$ cat config.mk
export PLATFORM = sky130hd
export DESIGN_NAME = burst_addr_gen
export DESIGN_NICKNAME = d
export VERILOG_FILES = /design/src/rtl/burst_pkg.sv /design/src/rtl/burst_load_dec.sv /design/src/rtl/burst_beat_ctr.sv /design/src/rtl/burst_order_map.sv /design/src/rtl/burst_addr_gen.sv
export SDC_FILE = /design/constraint.sdc
export NUM_CORES = 1
export LEC_CHECK = 0
export ABC_AREA = 1
export BUFFER_PORTS_ARGS = -buffer_cell sky130_fd_sc_hd__buf_2
export CAP_MARGIN = 10
export CORE_ASPECT_RATIO = 0.7
export CORE_MARGIN = 2
export CORE_UTILIZATION = 50
export DETAILED_ROUTE_END_ITERATION = 8
export GPL_TIMING_DRIVEN = 1
export PLACE_DENSITY = 0.77
export SLEW_MARGIN = 10
export SYNTH_ARGS = -nofsm -noshare
export SYNTH_HDL_FRONTEND = slang
export SYNTH_HIERARCHICAL = 1
export SYNTH_SLANG_ARGS = --single-unit
$ cat constraint.sdc
create_clock -name clk -period 3.3 [get_ports clk]
set_input_delay 0.165 -clock clk [delete_from_list [all_inputs] [get_ports clk]]
set_output_delay 0.165 -clock clk [all_outputs]
set_load 0.05 [all_outputs]
$ cat src/rtl/burst_pkg.sv
package burst_pkg;
  typedef enum logic {
    ORD_LINEAR     = 1'b0,
    ORD_INTERLEAVE = 1'b1
  } burst_order_e;
endpackage

$ cat src/rtl/burst_load_dec.sv
module burst_load_dec (
  input  logic ctl_strobe_n,
  input  logic cpu_strobe_n,
  input  logic chip_en_n,
  input  logic adv_n,
  output logic load_o,
  output logic step_o
);
  logic ctl_load;
  logic cpu_load;

  always_comb begin
    ctl_load = ~ctl_strobe_n;
    cpu_load = ~cpu_strobe_n & ~chip_en_n;
    load_o   = ctl_load | cpu_load;
    step_o   = ~load_o & ~adv_n;
  end
endmodule

$ cat src/rtl/burst_beat_ctr.sv
module burst_beat_ctr #(
  parameter int SEQ_W = 2
) (
  input  logic             clk,
  input  logic             rst,
  input  logic             load_i,
  input  logic             step_i,
  output logic [SEQ_W-1:0] beat_o,
  output logic [SEQ_W-1:0] beat_nxt_o
);
  logic [SEQ_W-1:0] beat_q;

  always_comb begin
    beat_nxt_o = beat_q;
    if (load_i)      beat_nxt_o = '0;
    else if (step_i) beat_nxt_o = beat_q + SEQ_W'(1);
  end

  always_ff @(posedge clk) begin
    if (rst) beat_q <= '0;
    else     beat_q <= beat_nxt_o;
  end

  assign beat_o = beat_q;

  assert_beat_clear_R9: assert property (@(posedge clk) disable iff (rst)
    load_i |=> (beat_o == '0));

  assert_beat_wrap_R7: assert property (@(posedge clk) disable iff (rst)
    (step_i && !load_i) |=> (beat_o == SEQ_W'($past(beat_o) + SEQ_W'(1))));

  assert_beat_hold_R8: assert property (@(posedge clk) disable iff (rst)
    (!step_i && !load_i) |=> $stable(beat_o));
endmodule

$ cat src/rtl/burst_order_map.sv
module burst_order_map
  import burst_pkg::*;
#(
  parameter int SEQ_W = 2
) (
  input  logic [SEQ_W-1:0] base_i,
  input  logic [SEQ_W-1:0] beat_i,
  input  burst_order_e     order_i,
  output logic [SEQ_W-1:0] low_o
);
  logic [SEQ_W-1:0] ilv_low;
  logic [SEQ_W-1:0] lin_low;

  for (genvar i = 0; i < SEQ_W; i++) begin : g_ilv
    assign ilv_low[i] = base_i[i] ^ beat_i[i];
  end

  assign lin_low = base_i + beat_i;

  always_comb begin
    low_o = (order_i == ORD_INTERLEAVE) ? ilv_low : lin_low;
  end

  always_comb begin
    if (beat_i == '0) begin
      assert_zero_beat_R5: assert (low_o == base_i);
    end
  end
endmodule

$ cat src/rtl/burst_addr_gen.sv
module burst_addr_gen
  import burst_pkg::*;
#(
  parameter int ADDR_W = 15,
  parameter int SEQ_W  = 2
) (
  input  logic              clk,
  input  logic              rst,
  input  logic [ADDR_W-1:0] addr_in,
  input  logic              ctl_strobe_n,
  input  logic              cpu_strobe_n,
  input  logic              chip_en_n,
  input  logic              adv_n,
  input  logic              order_ilv,
  output logic [ADDR_W-1:0] addr_out
);
  localparam int UP_W = ADDR_W - SEQ_W;

  logic              load;
  logic              step;
  logic [SEQ_W-1:0]  beat_q;
  logic [SEQ_W-1:0]  beat_nxt;
  logic [ADDR_W-1:0] base_q;
  logic [ADDR_W-1:0] base_nxt;
  logic [SEQ_W-1:0]  low_nxt;
  logic [ADDR_W-1:0] addr_q;
  burst_order_e      order;

  assign order = burst_order_e'(order_ilv);

  burst_load_dec u_dec (
    .ctl_strobe_n (ctl_strobe_n),
    .cpu_strobe_n (cpu_strobe_n),
    .chip_en_n    (chip_en_n),
    .adv_n        (adv_n),
    .load_o       (load),
    .step_o       (step)
  );

  burst_beat_ctr #(.SEQ_W(SEQ_W)) u_ctr (
    .clk        (clk),
    .rst        (rst),
    .load_i     (load),
    .step_i     (step),
    .beat_o     (beat_q),
    .beat_nxt_o (beat_nxt)
  );

  assign base_nxt = load ? addr_in : base_q;

  burst_order_map #(.SEQ_W(SEQ_W)) u_map (
    .base_i  (base_nxt[SEQ_W-1:0]),
    .beat_i  (beat_nxt),
    .order_i (order),
    .low_o   (low_nxt)
  );

  always_ff @(posedge clk) begin
    if (rst) begin
      base_q <= '0;
      addr_q <= '0;
    end else begin
      base_q <= base_nxt;
      if (load || step) addr_q <= {base_nxt[ADDR_W-1:SEQ_W], low_nxt};
    end
  end

  assign addr_out = addr_q;

  assert_ctl_load_R2: assert property (@(posedge clk) disable iff (rst)
    !ctl_strobe_n |=> (addr_out == $past(addr_in)));

  assert_cpu_gate_R3: assert property (@(posedge clk) disable iff (rst)
    (ctl_strobe_n && !cpu_strobe_n && chip_en_n && adv_n) |=> $stable(addr_out));

  assert_upper_hold_R4: assert property (@(posedge clk) disable iff (rst)
    !load |=> $stable(addr_out[ADDR_W-1:SEQ_W]));

  assert_linear_step_R6: assert property (@(posedge clk) disable iff (rst)
    (step && order == ORD_LINEAR) |=>
      (addr_out[SEQ_W-1:0] == SEQ_W'($past(addr_out[SEQ_W-1:0]) + SEQ_W'(1))));

  assert_suspend_R8: assert property (@(posedge clk) disable iff (rst)
    (!load && adv_n) |=> $stable(addr_out));

  assert_load_first_R9: assert property (@(posedge clk) disable iff (rst)
    (load && !adv_n) |=> (addr_out == $past(addr_in)));

  assert_up_width_R4: assert property (@(posedge clk) disable iff (rst)
    (UP_W > 0) |-> (base_q[ADDR_W-1:SEQ_W] == addr_out[ADDR_W-1:SEQ_W]));
endmodule

==> results.yml <==
synthesis:
  synth-simple-area-share_pct: 35.5
  synthMuxAreaShare_pct: 0
  synth_top_family_by_area: "simple AND/OR/NAND/NOR gates"
  synth_area_per_cell_um2: 6.83
  synth_cell_type_count: 20
  ys_warn_count: 6
  synthArstFlopShare_pct: 0
  synthCells: 205
  synthAdderAreaFrac_pct: 0.894
  syn-cell-area_um2: 1400
  syn_nets: 228
  seq_area_frac_synth_pct: 45.8
  ys_ff_latch: 32
  synth_edf_count: 0
  synthFlopType: "dfxtp_1"
  synth-xor-area-share_pct: 0
  synth_compound_area_share_pct: 6.43
clocking:
  cts_resized: 0
  cts_hold_repair.buffers: 0
  clock_latency_ns: 0.29
  cts.sinks: 32
  ctsHtreeMaxLevel: 2
  clockBufferDepth: 2
  cts_root_buffer: "clkbuf_8"
  cts_buffers: 5
  cts_tree: "done"
  post-cts-setup-buffer-count: 0
  clk_pin_slew_ns: 0.07
min_path:
  whs_path_depth: 3
  hp-class: "in2reg"
critical_path:
  cp.arrival_ns: 1.70
  critPathRequiredTime_ns: 3.48
  critPathCaptureType: "flop"
  path_class: "in2reg"
  cp_cell_sequence: "buf_2 > inv_1 > nor3_2 > nand2_1 > nand2_1 > nor2_1 > ha_1 > nand2_1 > nand3_1 > nand2_1 > inv_1 > o21ai_1 > nor2_1"
  crit_top_cell: "nand2_1"
  worst_setup_path_start_kind: "primary input"
  cpMaxStageDelayCell: "nor3_2"
  slowest_delay_ns: 0.51
  path_buf_inv: 3
  path_max_fanout: 6
  cp_top_family: "simple AND/OR/NAND/NOR gates"
  path_depth: 13
  r2r_cells: 11
drt:
  first_iter_violations: 32
  vias_per_cell: 4.48
  num_vias: 1246
  wl_mm: 2.62
  postRouteAntennaNets: 0
  drc: 0
  first_pass_iters: 4
  wl_per_cell_um: 9.44
global_routing:
  grt_pass1_wl_mm: 4.02
  antenna_found_initial: 0
  grt_pass1_vias: 946
  grtUsageTotal_pct: 17.7
  grt_max_degree: 29
  grt_overflow: 0
sta:
  min_period_over_period_pct: 46.1
  maxSlewViolCount: 0
  clock_skew_ns: 0.00929
  fmax_mhz: 658
  worst_pin_slew_ns: 0.623
  min_period_ns: 1.52
  relSlewSlack_pct: 58.2
  setup_tns_ns: 0
  hold_viol_final: 0
  rsz0062_at_grt: "no"
  setup_viol: 0
final_layout:
  layout.cells.non_filler: 278
  fill_cells: 275
  drive_above_1_share_pct: 21.5
  final_nets: 264
  area_growth_pct: 21.1
  multi_input_area_um2: 603
  diodes: 0
  register_area_um2: 641
power_and_ir_drop:
  powerDensity_nw_per_um2: 596
  peakVddDrop_v: 0.000362
  p_leak_nw: 0.905
floorplan:
  start_util_pct: 51.4
  num_rows: 16
  die_w_um: 67.2
  ioPinCount: 37
  die_h_um: 48.3
  core_um2: 2720
  die-area_um2: 3250
place:
  post-dp-hpwl_mm: 1.78
  place.gp.congestion: 0.717
  place_inst: 270
  port_buffers: 36
run_status:
  status: "completed"
job:
  max-cap-violations: 0
flip-flops by register name, indices dropped and copies added (netlist names):
signal        flops
addr_out         15
base_q           15
u_ctr/beat_o      2
cell families (layout without fill, tap and decap cells):
logic type               after synthesis  after routing
AO/OA/AOI/OAI                         18             18
flip-flops                            32             32
buffers and inverters                 32             69
AND/OR/NAND/NOR                      122            122
adder cells (fa/ha/maj)                1              1
Yosys cell counts (2+ instances only):
library cell  number  area, µm²
nand2_1           80        300
dfxtp_1           32        641
nor2_1            32        120
inv_1             22       82.6
a21oi_1           15       75.1
buf_6              4       45.0
nand3_1            3       15.0
nor3_1             3       15.0
buf_2              2       10.0
o21ai_1            2       10.0
cell type report:
type | count | share of cell area, %
Inverter | 24 | 5.46
Clock buffer | 7 | 5.68
Sequential cell | 32 | 37.8
Clock inverter | 1 | 1.77
Multi-Input combinational cell | 141 | 35.6
Tap cell | 36 | 2.66
Timing Repair Buffer | 37 | 11.1
layout by cell type (no fill, tap or decap):
| cell | Yosys | final |
|---|---|---|
| a21oi_1 | 15 | 15 |
| inv_2 | 1 | 1 |
| nand3_1 | 3 | 3 |
| inv_4 | 1 | 1 |
| dfxtp_1 | 32 | 32 |
| nor3_1 | 3 | 3 |
| nor3_2 | 1 | 1 |
| o21ai_1 | 2 | 2 |
| clkbuf_8 | 0 | 7 |
| nand2_1 | 80 | 80 |
| nor2_1 | 32 | 32 |
| nor2_8 | 1 | 1 |
| o21ai_2 | 0 | 1 |
| buf_4 | 1 | 1 |
| inv_1 | 22 | 22 |
| buf_2 | 2 | 36 |
| bufinv_16 | 0 | 1 |
| nor2_2 | 1 | 1 |
| nand3_2 | 1 | 1 |
| ha_1 | 1 | 1 |
per-layer routing:
layer  vias to the layer above  global-route usage [%]  wire length [µm]
li1                        689                       -                 -
met4                         0                    8.57                31
met2                        32                    27.7              1090
met5                         -                       0                 0
met3                         7                    6.24               168
met1                       518                    22.4              1330
power breakdown:
| part | switching (W) | internal [W] | leakage [nW] | total [W] |
|---|---|---|---|---|
| combinational | 0.000127 | 0.0000509 | 0.575 | 0.000178 |
| sequential | 0.00000924 | 0.000414 | 0.265 | 0.000423 |
| clock | 0.000143 | 0.000266 | 0.0645 | 0.000409 |
path summary, 6_finish.rpt:
kind                                 startpoint  slack, ns           to
worst max register to register  u_ctr/beat_o[0]       2.02  addr_out[1]
worst min-delay path                 addr_in[4]       0.15    base_q[4]
worst max-delay path               ctl_strobe_n       1.78  addr_out[1]
worst min register to register        base_q[0]       0.47    base_q[0]
metrics by stage:
step           util, %  worst slack, ns  hold slack (ns)  power [W]  cell area, µm²
2_1_floorplan        -             1.74            0.232   0.000575            1400
3_3_place_gp      57.6             1.55            0.449   0.000610            1570
3_5_place_dp      57.6             1.49            0.447   0.000611            1570
4_1_cts           62.3             1.79            0.149    0.00102            1700
5_1_grt           62.3             1.56            0.149    0.00105            1700
6_report          62.3             1.78            0.152    0.00101            1700
worst reg2reg max path: cells and delay by family (launching register included):
family / cells / cell delay (ns)
flops: 1 / 0.33
buf+inv: 2 / 0.07
fa+ha+maj: 1 / 0.17
compound gates: 1 / 0.11
simple gates: 7 / 0.52
(Power assumes the default switching activity.)
